`src/rtl/serial_rx_pkg.sv`:
```
package serial_rx_pkg;

   typedef enum logic [2:0] {
      RX_IDLE,
      RX_START,
      RX_DATA,
      RX_PAR,
      RX_STOP,
      RX_BRK
   } rx_state_e;

   typedef struct packed {
      logic wide;
      logic par_en;
      logic par_odd;
      logic stop2;
   } rx_cfg_t;

   // number of bit periods in one frame for a given configuration
   function automatic int frame_len(input rx_cfg_t cfg, input int data_w);
      int n;
      n = 1 + (cfg.wide ? data_w : data_w - 1);
      n = n + (cfg.par_en ? 1 : 0);
      n = n + (cfg.stop2 ? 2 : 1);
      return n;
   endfunction

endpackage

```
`src/rtl/serial_rx_div.sv`:
```
module serial_rx_div #(
   parameter int DIV_W = 12
) (
   input  logic             clk,
   input  logic             rst_n,
   input  logic [DIV_W-1:0] div_val,
   output logic             tick
);
   logic [DIV_W-1:0] cnt;

   always_ff @(posedge clk or negedge rst_n) begin
      if (!rst_n) begin
         cnt  <= '0;
         tick <= 1'b0;
      end else if (cnt >= div_val) begin
         cnt  <= '0;
         tick <= 1'b1;
      end else begin
         cnt  <= cnt + 1'b1;
         tick <= 1'b0;
      end
   end
endmodule

```
`src/rtl/serial_rx_sync.sv`:
```
module serial_rx_sync #(
   parameter int STAGES = 2
) (
   input  logic clk,
   input  logic rst_n,
   input  logic rx_in,
   output logic line,
   output logic fall
);
   logic [STAGES-1:0] chain;
   logic              prev;

   generate
      if (STAGES < 2) begin : g_bad_stages
         $error("serial_rx_sync: STAGES must be at least 2");
      end
      for (genvar i = 0; i < STAGES; i++) begin : g_stage
         if (i == 0) begin : g_first
            always_ff @(posedge clk or negedge rst_n) begin
               if (!rst_n) chain[0] <= 1'b1;
               else        chain[0] <= rx_in;
            end
         end else begin : g_next
            always_ff @(posedge clk or negedge rst_n) begin
               if (!rst_n) chain[i] <= 1'b1;
               else        chain[i] <= chain[i-1];
            end
         end
      end
   endgenerate

   always_ff @(posedge clk or negedge rst_n) begin
      if (!rst_n) prev <= 1'b1;
      else        prev <= chain[STAGES-1];
   end

   assign line = chain[STAGES-1];
   assign fall = prev & ~chain[STAGES-1];
endmodule

```
`src/rtl/serial_rx_frame.sv`:
```
module serial_rx_frame
   import serial_rx_pkg::*;
#(
   parameter int OSR    = 16,
   parameter int DATA_W = 8
) (
   input  logic              clk,
   input  logic              rst_n,
   input  logic              tick,
   input  logic              line,
   input  logic              fall,
   input  rx_cfg_t           cfg,
   output logic              quiet,
   output logic              char_vld,
   output logic [DATA_W-1:0] char_data,
   output logic              char_perr,
   output logic              char_ferr,
   output logic              brk_begin,
   output logic              brk_end
);
   localparam int PH_W  = $clog2(OSR);
   localparam int IDX_W = $clog2(DATA_W);
   localparam logic [PH_W-1:0]  MID_PH    = PH_W'(OSR / 2 - 1);
   localparam logic [IDX_W-1:0] LAST_WIDE = IDX_W'(DATA_W - 1);
   localparam logic [IDX_W-1:0] LAST_NARR = IDX_W'(DATA_W - 2);

   rx_state_e         state;
   logic [PH_W-1:0]   ph;
   logic [IDX_W-1:0]  bidx;
   logic [DATA_W-1:0] shreg;
   logic              par_bit;
   logic              pend;

   logic              par_exp;
   logic              null_frame;
   logic [IDX_W-1:0]  last_idx;

   always_comb begin
      par_exp    = cfg.par_odd ? ~(^shreg) : ^shreg;
      null_frame = (shreg == '0) && (!cfg.par_en || !par_bit);
      last_idx   = cfg.wide ? LAST_WIDE : LAST_NARR;
   end

   assign quiet = (state == RX_IDLE) && !pend && !fall;

   always_ff @(posedge clk or negedge rst_n) begin
      if (!rst_n) begin
         state     <= RX_IDLE;
         ph        <= '0;
         bidx      <= '0;
         shreg     <= '0;
         par_bit   <= 1'b0;
         pend      <= 1'b0;
         char_vld  <= 1'b0;
         char_data <= '0;
         char_perr <= 1'b0;
         char_ferr <= 1'b0;
         brk_begin <= 1'b0;
         brk_end   <= 1'b0;
      end else begin
         char_vld  <= 1'b0;
         brk_begin <= 1'b0;
         brk_end   <= 1'b0;
         case (state)
            RX_IDLE: begin
               if (tick && (pend || fall)) begin
                  state <= RX_START;
                  ph    <= '0;
                  pend  <= 1'b0;
               end else if (fall) begin
                  pend <= 1'b1;
               end
            end
            RX_BRK: begin
               if (line) begin
                  brk_end <= 1'b1;
                  state   <= RX_IDLE;
               end
            end
            default: begin
               if (tick) begin
                  ph <= ph + 1'b1;
                  if (ph == MID_PH) begin
                     case (state)
                        RX_START: begin
                           if (line) begin
                              state <= RX_IDLE;
                           end else begin
                              state <= RX_DATA;
                              bidx  <= '0;
                              shreg <= '0;
                           end
                        end
                        RX_DATA: begin
                           shreg[bidx] <= line;
                           if (bidx == last_idx) begin
                              state <= cfg.par_en ? RX_PAR : RX_STOP;
                           end else begin
                              bidx <= bidx + 1'b1;
                           end
                        end
                        RX_PAR: begin
                           par_bit <= line;
                           state   <= RX_STOP;
                        end
                        default: begin
                           char_vld  <= 1'b1;
                           char_data <= shreg;
                           char_perr <= cfg.par_en && (par_bit != par_exp);
                           char_ferr <= ~line;
                           if (!line && null_frame) begin
                              brk_begin <= 1'b1;
                              state     <= RX_BRK;
                           end else begin
                              state <= RX_IDLE;
                           end
                        end
                     endcase
                  end
               end
            end
         endcase
      end
   end
endmodule

```
`src/rtl/serial_rx_idle.sv`:
```
module serial_rx_idle
   import serial_rx_pkg::*;
#(
   parameter int OSR         = 16,
   parameter int DATA_W      = 8,
   parameter int IDLE_FRAMES = 3
) (
   input  logic    clk,
   input  logic    rst_n,
   input  logic    tick,
   input  logic    armed,
   input  rx_cfg_t cfg,
   output logic    idle_evt
);
   localparam int MAX_LEN = DATA_W + 4;
   localparam int CNT_W   = $clog2(IDLE_FRAMES * OSR * MAX_LEN + 1);

   logic [CNT_W-1:0] cnt;
   logic [CNT_W-1:0] limit;
   logic             fired;

   always_comb begin
      limit = CNT_W'(IDLE_FRAMES * OSR * frame_len(cfg, DATA_W) - 1);
   end

   always_ff @(posedge clk or negedge rst_n) begin
      if (!rst_n) begin
         cnt      <= '0;
         fired    <= 1'b0;
         idle_evt <= 1'b0;
      end else begin
         idle_evt <= 1'b0;
         if (!armed) begin
            cnt   <= '0;
            fired <= 1'b0;
         end else if (tick && !fired) begin
            if (cnt == limit) begin
               idle_evt <= 1'b1;
               fired    <= 1'b1;
            end else begin
               cnt <= cnt + 1'b1;
            end
         end
      end
   end
endmodule

```
`src/rtl/serial_rx_engine.sv`:
```
module serial_rx_engine
   import serial_rx_pkg::*;
#(
   parameter int DIV_W       = 12,
   parameter int OSR         = 16,
   parameter int DATA_W      = 8,
   parameter int SYNC_STAGES = 2,
   parameter int IDLE_FRAMES = 3
) (
   input  logic              clk,
   input  logic              rst_n,
   input  logic [DIV_W-1:0]  div_val,
   input  logic              wide,
   input  logic              par_en,
   input  logic              par_odd,
   input  logic              stop2,
   input  logic              rxd,
   input  logic              pending,
   output logic              rx_valid,
   output logic [DATA_W-1:0] rx_data,
   output logic              rx_perr,
   output logic              rx_ferr,
   output logic              brk_begin,
   output logic              brk_end,
   output logic              idle_evt
);
   generate
      if (OSR < 4 || (OSR & (OSR - 1)) != 0) begin : g_bad_osr
         $error("serial_rx_engine: OSR must be a power of two, at least 4");
      end
      if (DATA_W < 2) begin : g_bad_width
         $error("serial_rx_engine: DATA_W must be at least 2");
      end
      if (IDLE_FRAMES < 1) begin : g_bad_idle
         $error("serial_rx_engine: IDLE_FRAMES must be at least 1");
      end
   endgenerate

   rx_cfg_t cfg;
   logic    bit_tick;
   logic    line_s;
   logic    line_fall;
   logic    rx_quiet;

   assign cfg = '{wide: wide, par_en: par_en, par_odd: par_odd, stop2: stop2};

   serial_rx_div #(.DIV_W(DIV_W)) u_div (
      .clk     (clk),
      .rst_n   (rst_n),
      .div_val (div_val),
      .tick    (bit_tick)
   );

   serial_rx_sync #(.STAGES(SYNC_STAGES)) u_sync (
      .clk   (clk),
      .rst_n (rst_n),
      .rx_in (rxd),
      .line  (line_s),
      .fall  (line_fall)
   );

   serial_rx_frame #(.OSR(OSR), .DATA_W(DATA_W)) u_frame (
      .clk       (clk),
      .rst_n     (rst_n),
      .tick      (bit_tick),
      .line      (line_s),
      .fall      (line_fall),
      .cfg       (cfg),
      .quiet     (rx_quiet),
      .char_vld  (rx_valid),
      .char_data (rx_data),
      .char_perr (rx_perr),
      .char_ferr (rx_ferr),
      .brk_begin (brk_begin),
      .brk_end   (brk_end)
   );

   serial_rx_idle #(.OSR(OSR), .DATA_W(DATA_W), .IDLE_FRAMES(IDLE_FRAMES)) u_idle (
      .clk      (clk),
      .rst_n    (rst_n),
      .tick     (bit_tick),
      .armed    (pending && rx_quiet),
      .cfg      (cfg),
      .idle_evt (idle_evt)
   );
endmodule

```
`config.mk`:
```
export PLATFORM = sky130hd
export DESIGN_NAME = serial_rx_engine
export DESIGN_NICKNAME = d
export VERILOG_FILES = /design/src/rtl/serial_rx_pkg.sv /design/src/rtl/serial_rx_div.sv /design/src/rtl/serial_rx_sync.sv /design/src/rtl/serial_rx_frame.sv /design/src/rtl/serial_rx_idle.sv /design/src/rtl/serial_rx_engine.sv
export SDC_FILE = /design/constraint.sdc
export NUM_CORES = 1
export LEC_CHECK = 0
export ABC_AREA = 1
export BUFFER_PORTS_ARGS = -buffer_cell sky130_fd_sc_hd__buf_2
export CORE_MARGIN = 2
export CORE_UTILIZATION = 62
export CTS_BUF_LIST = sky130_fd_sc_hd__clkbuf_4
export CTS_CLUSTER_DIAMETER = 30
export CTS_CLUSTER_SIZE = 40
export DETAILED_ROUTE_END_ITERATION = 6
export PLACE_DENSITY = 0.85
export SYNTH_ARGS = -nofsm -noshare
export SYNTH_HDL_FRONTEND = slang
export SYNTH_HIERARCHICAL = 1
export SYNTH_SLANG_ARGS = --single-unit
```
`constraint.sdc`:
```
create_clock -name clk -period 1.88 [get_ports clk]
set_input_delay 0 -clock clk [delete_from_list [all_inputs] [get_ports clk]]
set_output_delay 0 -clock clk [all_outputs]
set_load 0.01 [all_outputs]
```
==> metrics.cfg, run 1 <==
[synth]
synth_ff_type = dfrtp_1
avgSynthCellArea_um2 = 7.48
synthCells = 521
postSynthNetCount = 564
ys_top_cells_by_count = 150 x nand2_1, 81 x inv_1, 58 x dfrtp_1
synthMostInstantiatedCell = nand2_1
ys_warn_count = 6
synth_area_leaders = dfrtp_1 37%, nand2_1 14%, inv_1 7.8%, ha_1 6.7%, nand3_1 6.0%
yosysTopAreaCell = dfrtp_1
yosysSeqAreaShare = 0.393
netlist.area_leader.share = 0.373
synth_cell_types = 31
synth_seq_cells = 61
synth_edf_count = 0
synthArstFlopShare = 1.00
syn-cell-area_um2 = 3900

[power]
leakagePower_nw = 2.41
powerDensity_nw_per_um2 = 831
ir_worst_vdd_mv = 0.700

[placement]
hpwl_mm = 6.00
placed_cells = 635
place.gp.congestion = 0.898
dpl_cell_area_um2 = 4210
place.port_buffers = 33

[floorplanning]
die_height_um = 83.3
fp.dieW_um = 83.3
rows = 28
initial_core_util = 0.650
die_area_um2 = 6930
io_pins = 34
core_um2 = 5990

[final_layout]
area_growth_pct = 12.1
drive_gt1_frac = 0.174
n_fill_cell = 446
nets = 617
diodes = 0
final_util = 0.729
design_area_um2 = 4370
final_cells = 654

[clocking]
clk_pin_slew_ns = 0.09
cts_tree = done
clk_latency_ns = 0.40
clockBufferDepth = 2
htree_num_levels = 3
cts_sinks = 61
cts-root-buf = clkbuf_4
cts_made_buffers = 9

[setup_path]
cp-start-kind = flop
path_class = flop to flop
slowest_stage = dfstp_2
crit_fanout = 13
crit_path_end_kind = flop
cp_common_cell = nand2_1
critPathTopFamily = simple AND/OR/NAND/NOR gates
cp.required_ns = 2.22
reg2reg_depth = 12
worstPathArrival_ns = 2.10
path_cells = nor2_2 -> nor3_1 -> nand2_1 -> inv_1 -> nand2_1 -> nor2_1 -> nand2_1 -> nor2_2 -> nand2_4 -> nand2_4 -> nand2_1 -> nand2_1
cp_slowest_stage_delay_ns = 0.54
path_buf_inv = 1
path_depth = 12

[global_route]
antenna_found_initial = 0
first_global_vias = 3461
overflow = 0
grt_use_total = 0.247
grt_max_degree = 62
grt_pass1_wl_mm = 14.2

[sta]
drv_slew = 0
slew_headroom = 0.672
period_share = 0.934
finalSetupViolCount = 0
max_freq_mhz = 570
skew_ns = 0.00943
rsz0062_at_grt = no
hold_slack_ns = 0.0844
worstMarginPinSlew_ns = 0.489
fin_crit_ns = 1.75
finalHoldViolations = 0

[routing]
drtIter0Drc = 160
first_pass_iters = 5
detail_route.wl_per_cell_um = 12.2
vias = 3449
drt-total-wl_mm = 7.96
drc_errors = 0
post_drt_via_cell_ratio = 5.27
ant_nets = 0

[hold_path]
holdPathStages = 6
holdCritPathClass = input port to flop

[outcome]
status = complete, no violations

[flow_run]
maxCapViolations = 0

[worst min-delay path: stages]
cell	delay [ns]
buf_2	0.09
buf_4	0.11
nand2_1	0.06
o21ai_0	0.08
nand2_1	0.05
nand2_1	0.06
[cell families after synthesis]
family          count (synthesis)  synth area share
compound gates                 39            0.0623
xor+xnor                       17            0.0382
fa+ha+maj                      23            0.0777
buf+inv                        93             0.101
flops                          61             0.393
simple gates                  288             0.329
[cells in the final DEF (no fill, tap or decap), drive strengths merged]
| cell | instances |
|---|---|
| xnor2 | 5 |
| xor2 | 12 |
| inv | 82 |
| dlygate4sd3 | 3 |
| a21oi | 9 |
| nand2 | 159 |
| or2 | 1 |
| clkbuf | 14 |
| ha | 21 |
| nor3 | 6 |
| dfrtp | 58 |
| clkinv | 2 |
| o21ai | 26 |
| dfstp | 3 |
| nand3b | 3 |
| clkinvlp | 1 |
| a31oi | 1 |
| buf | 49 |
| fa | 2 |
| o31ai | 2 |
| o22ai | 1 |
| nand3 | 50 |
| nor2 | 58 |
| nand4 | 11 |
[per-stage QoR]
stage	setup slack, ns	TNS [ns]	total power [mW]
detailed placement	-0.00869	-0.0254	2.84
CTS	0.0743	0	3.64
finish	0.125	0	3.63
global route	0.000850	0	3.91
global placement	0.0437	0	2.77
floorplan	0.144	0	2.46
[path summary, 6_finish.rpt]
path                                            from                            to  slack [ns]
min                                           par_en  u_frame/state[1]$_DFFE_PN0P_        0.08
max in group asynchronous                      rst_n     u_sync/chain[0]$_DFF_PN1_        1.45
max                            u_sync/line$_DFF_PN1_     u_idle/cnt[6]$_DFFE_PN0P_        0.13
max reg2reg                    u_sync/line$_DFF_PN1_     u_idle/cnt[6]$_DFFE_PN0P_        0.13
min reg2reg                u_sync/chain[0]$_DFF_PN1_         u_sync/line$_DFF_PN1_        0.37
min in group asynchronous                      rst_n       u_div/cnt[11]$_DFF_PN0_        0.12
[area by class of cell]
class / count / area, um^2 / area share
Multi-Input combinational cell: 367 / 1990 / 0.455
Sequential cell: 61 / 1530 / 0.350
Timing Repair Buffer: 52 / 328 / 0.0750
Inverter: 83 / 315 / 0.0722
Clock buffer: 14 / 105 / 0.0241
Tap cell: 75 / 93.8 / 0.0215
Clock inverter: 2 / 10.0 / 0.00229
[state kept, by name (all words and copies together), names as in the netlist]
register,count
u_frame/ph,4
u_frame/par_bit,1
u_idle/idle_evt,1
u_sync/line,1
u_frame/pend,1
u_frame/brk_begin,1
u_frame/char_vld,1
u_sync/chain,1
u_div/cnt,12
u_frame/state,3
u_idle/fired,1
u_frame/char_perr,1
u_idle/cnt,10
u_frame/shreg,8
u_div/tick,1
u_frame/char_data,8
u_frame/bidx,3
u_frame/char_ferr,1
u_frame/brk_end,1
u_sync/prev,1
[metal layers]
metal	GRT usage	share of wire	vias to the layer above
li1	-	-	1748
met1	0.288	0.43	1612
met2	0.452	0.52	78
met3	0.0487	0.037	11
met4	0.0820	0.014	0
met5	0	0	-
[power breakdown]
part / switching [mW] / leakage (nW) / total (mW) / internal (mW)
sequential: 0.145 / 0.820 / 1.60 / 1.46
clock: 0.440 / 0.0722 / 0.783 / 0.344
combinational: 0.767 / 1.52 / 1.25 / 0.480
[what timing repair did]
item                                   in CTS  in global routing
gates resized for setup                     0                  4
setup buffers                               0                  0
hold buffers                                3                  0
setup endpoints to repair                   0                 21
endpoints found under the hold margin      63                  0
Power figures use the tool's default switching activity.
==> run 2: changes to the inputs <==
--- a/config.mk
+++ b/config.mk
@@ -9,7 +9,7 @@
 export BUFFER_PORTS_ARGS = -buffer_cell sky130_fd_sc_hd__buf_2
 export CORE_MARGIN = 2
 export CORE_UTILIZATION = 62
-export CTS_BUF_LIST = sky130_fd_sc_hd__clkbuf_4
+export CTS_BUF_LIST = sky130_fd_sc_hd__clkbuf_8
 export CTS_CLUSTER_DIAMETER = 30
 export CTS_CLUSTER_SIZE = 40
 export DETAILED_ROUTE_END_ITERATION = 6
==> run 2 against run 1 <==
  * Clock skew is 0.0042 ns lower
  * Die area stayed put
  * Routed wire length is 2.4% higher
  * First-iteration DRC count is 49% higher
  * Via count is 0.41% higher
  * Critical path type unchanged
  * Register-to-register slack hardly changed
  * Core utilization is 0.42 points higher
  * Largest power group unchanged
  * Worst hold slack worse by 0.0047 ns
  * Design area is 0.57% higher
  * Combinational power hardly changed
  * Critical path depth is 3 lower
==> metrics.cfg, run 2 (synthesized netlist as in run 1, its figures left out) <==
[outcome]
status = complete, no violations

[setup_path]
path_class = flop to flop
worstPathArrival_ns = 2.04  ; -0.06 ns
crit_path_end_kind = flop
cp-start-kind = flop
rr_startpoint = u_sync/line$_DFF_PN1_
cp.required_ns = 2.15  ; -0.07 ns
critPathLaunch = u_sync/line$_DFF_PN1_
crit_fanout = 11  ; -2

[clocking]
htree_num_levels = 3  ; unchanged
clk_pin_slew_ns = 0.06  ; -0.03 ns
cts-root-buf = clkbuf_8
cts_tree = done
clk_latency_ns = 0.34  ; -0.06 ns
cts_made_buffers = 9  ; unchanged
clockBufferDepth = 2  ; unchanged
cts_sinks = 61  ; unchanged

[sta]
finalSetupViolCount = 0  ; unchanged
skew_ns = 0.00522  ; -0.00421 ns
max_freq_mhz = 568  ; -0.38%
period_share = 0.937  ; +0.00354
worstMarginPinSlew_ns = 0.475  ; -0.0149 ns
finalHoldViolations = 0  ; unchanged
fin_crit_ns = 1.76  ; +0.00666 ns
drv_slew = 0  ; unchanged
slew_headroom = 0.682  ; +0.00995
setup_tns_ns = 0  ; unchanged

[placement]
placed_cells = 635  ; unchanged
place.gp.congestion = 0.898  ; unchanged
hpwl_mm = 6.00  ; unchanged
place.port_buffers = 33  ; unchanged

[floorplanning]
initial_core_util = 0.650  ; unchanged
core_um2 = 5990  ; unchanged
io_pins = 34  ; unchanged
die_height_um = 83.3  ; unchanged
die_area_um2 = 6930  ; unchanged
fp.dieW_um = 83.3  ; unchanged
rows = 28  ; unchanged

[flow_run]
maxCapViolations = 0  ; unchanged

[power]
leakagePower_nw = 2.43  ; +0.93%
powerDensity_nw_per_um2 = 860  ; +3.5%
p_total_mw = 3.78  ; +4.1%
ir_worst_vdd_mv = 0.711  ; +1.5%

[routing]
ant_nets = 0  ; unchanged
drt-total-wl_mm = 8.14  ; +2.4%
first_pass_iters = 4  ; -1
vias = 3463  ; +0.41%
detail_route.wl_per_cell_um = 12.5  ; +2.5%
drc_errors = 0  ; unchanged
drtIter0Drc = 238  ; +49%
post_drt_via_cell_ratio = 5.30  ; +0.56%

[final_layout]
largest_reg_flops = 12  ; unchanged
top_regs = u_div/cnt (12), u_idle/cnt (10)
regArea_um2 = 1530  ; unchanged
layout_common_cells = 150 x nand2_1, 86 x inv_1, 58 x dfrtp_1
final_cells = 653  ; -0.15%
regMostFlops = u_div/cnt
n_fill_cell = 440  ; -1.3%
area_growth_pct = 12.8
diodes = 0  ; unchanged
drive_gt1_frac = 0.164  ; -0.0101
multi_input_area_um2 = 1980  ; -0.13%
final_common_cell = nand2_1
nets = 616  ; -0.16%

[global_route]
grt_max_degree = 62  ; unchanged
grt_pass1_wl_mm = 14.5  ; +1.9%
overflow = 0  ; unchanged
antenna_found_initial = 0  ; unchanged
first_global_vias = 3476  ; +0.43%
grt_use_total = 0.253  ; +0.00578

[hold_path]
worstHoldStart = par_odd
holdCritPathClass = input port to flop

run 2: per-layer routing:
metal / GRT usage / wire length [um] / up-vias
met3: 0.0646 / 324 / 13
met1: 0.293 / 3490 / 1638
met4: 0.0700 / 123 / 0
met2: 0.461 / 4200 / 73
li1: - / - / 1739
met5: 0 / 0 / -
run 2: timing repair:
action,in CTS,in global routing
hold buffers,2,0
endpoints found under the setup margin,0,21
setup buffers,0,0
endpoints found under the hold margin,62,0
resized for setup,0,3
run 2: path summary, 6_finish.rpt:
| check | to | slack (ns) | depth (start not counted) |
|---|---|---|---|
| setup reg to reg | u_idle/cnt[9]$_DFFE_PN0P_ | 0.12 | 9 |
| max in group asynchronous | u_sync/chain[0]$_DFF_PN1_ | 1.37 | 3 |
| hold / removal | u_frame/char_perr$_DFFE_PN0P_ | 0.08 | 6 |
| setup / recovery | u_idle/cnt[9]$_DFFE_PN0P_ | 0.12 | 9 |
| hold reg to reg | u_sync/line$_DFF_PN1_ | 0.37 | 0 |
| min in group asynchronous | u_div/cnt[6]$_DFF_PN0_ | 0.20 | 3 |
run 2: final cells by class:
| type | count | share of cell area |
|---|---|---|
| Timing Repair Buffer | 51 | 0.0723 |
| Tap cell | 75 | 0.0214 |
| Sequential cell | 61 | 0.348 |
| Clock buffer | 9 | 0.0282 |
| Inverter | 83 | 0.0718 |
| Clock inverter | 7 | 0.00655 |
| Multi-Input combinational cell | 367 | 0.452 |
run 2: metrics by stage:
step           setup slack (ns)  instance area [um^2]  hold WS [ns]  utilization
4_1_cts                  0.0543                  4380        0.0672        0.731
2_1_floorplan             0.144                  3900        -0.296            -
3_3_place_gp             0.0437                  4210        0.0325        0.702
3_5_place_dp           -0.00869                  4210        0.0316        0.702
6_report                  0.118                  4390        0.0797        0.734
5_1_grt                -0.00318                  4390         0.123        0.734
run 2: worst max-delay path, cell delays in order (launching register included):
cell and delay (ns):
dfstp_2 0.53, nor2_2 0.05, nor3_1 0.18, nand2_1 0.08, inv_1 0.07, buf_4 0.13
nand2_1 0.28, nand2_4 0.25, nand2_1 0.07, nand2_1 0.06
run 2: where the power goes:
| part | internal [mW] | switching (mW) | total (mW) |
|---|---|---|---|
| clock network | 0.449 | 0.470 | 0.918 |
| logic | 0.477 | 0.779 | 1.26 |
| registers | 1.46 | 0.146 | 1.61 |
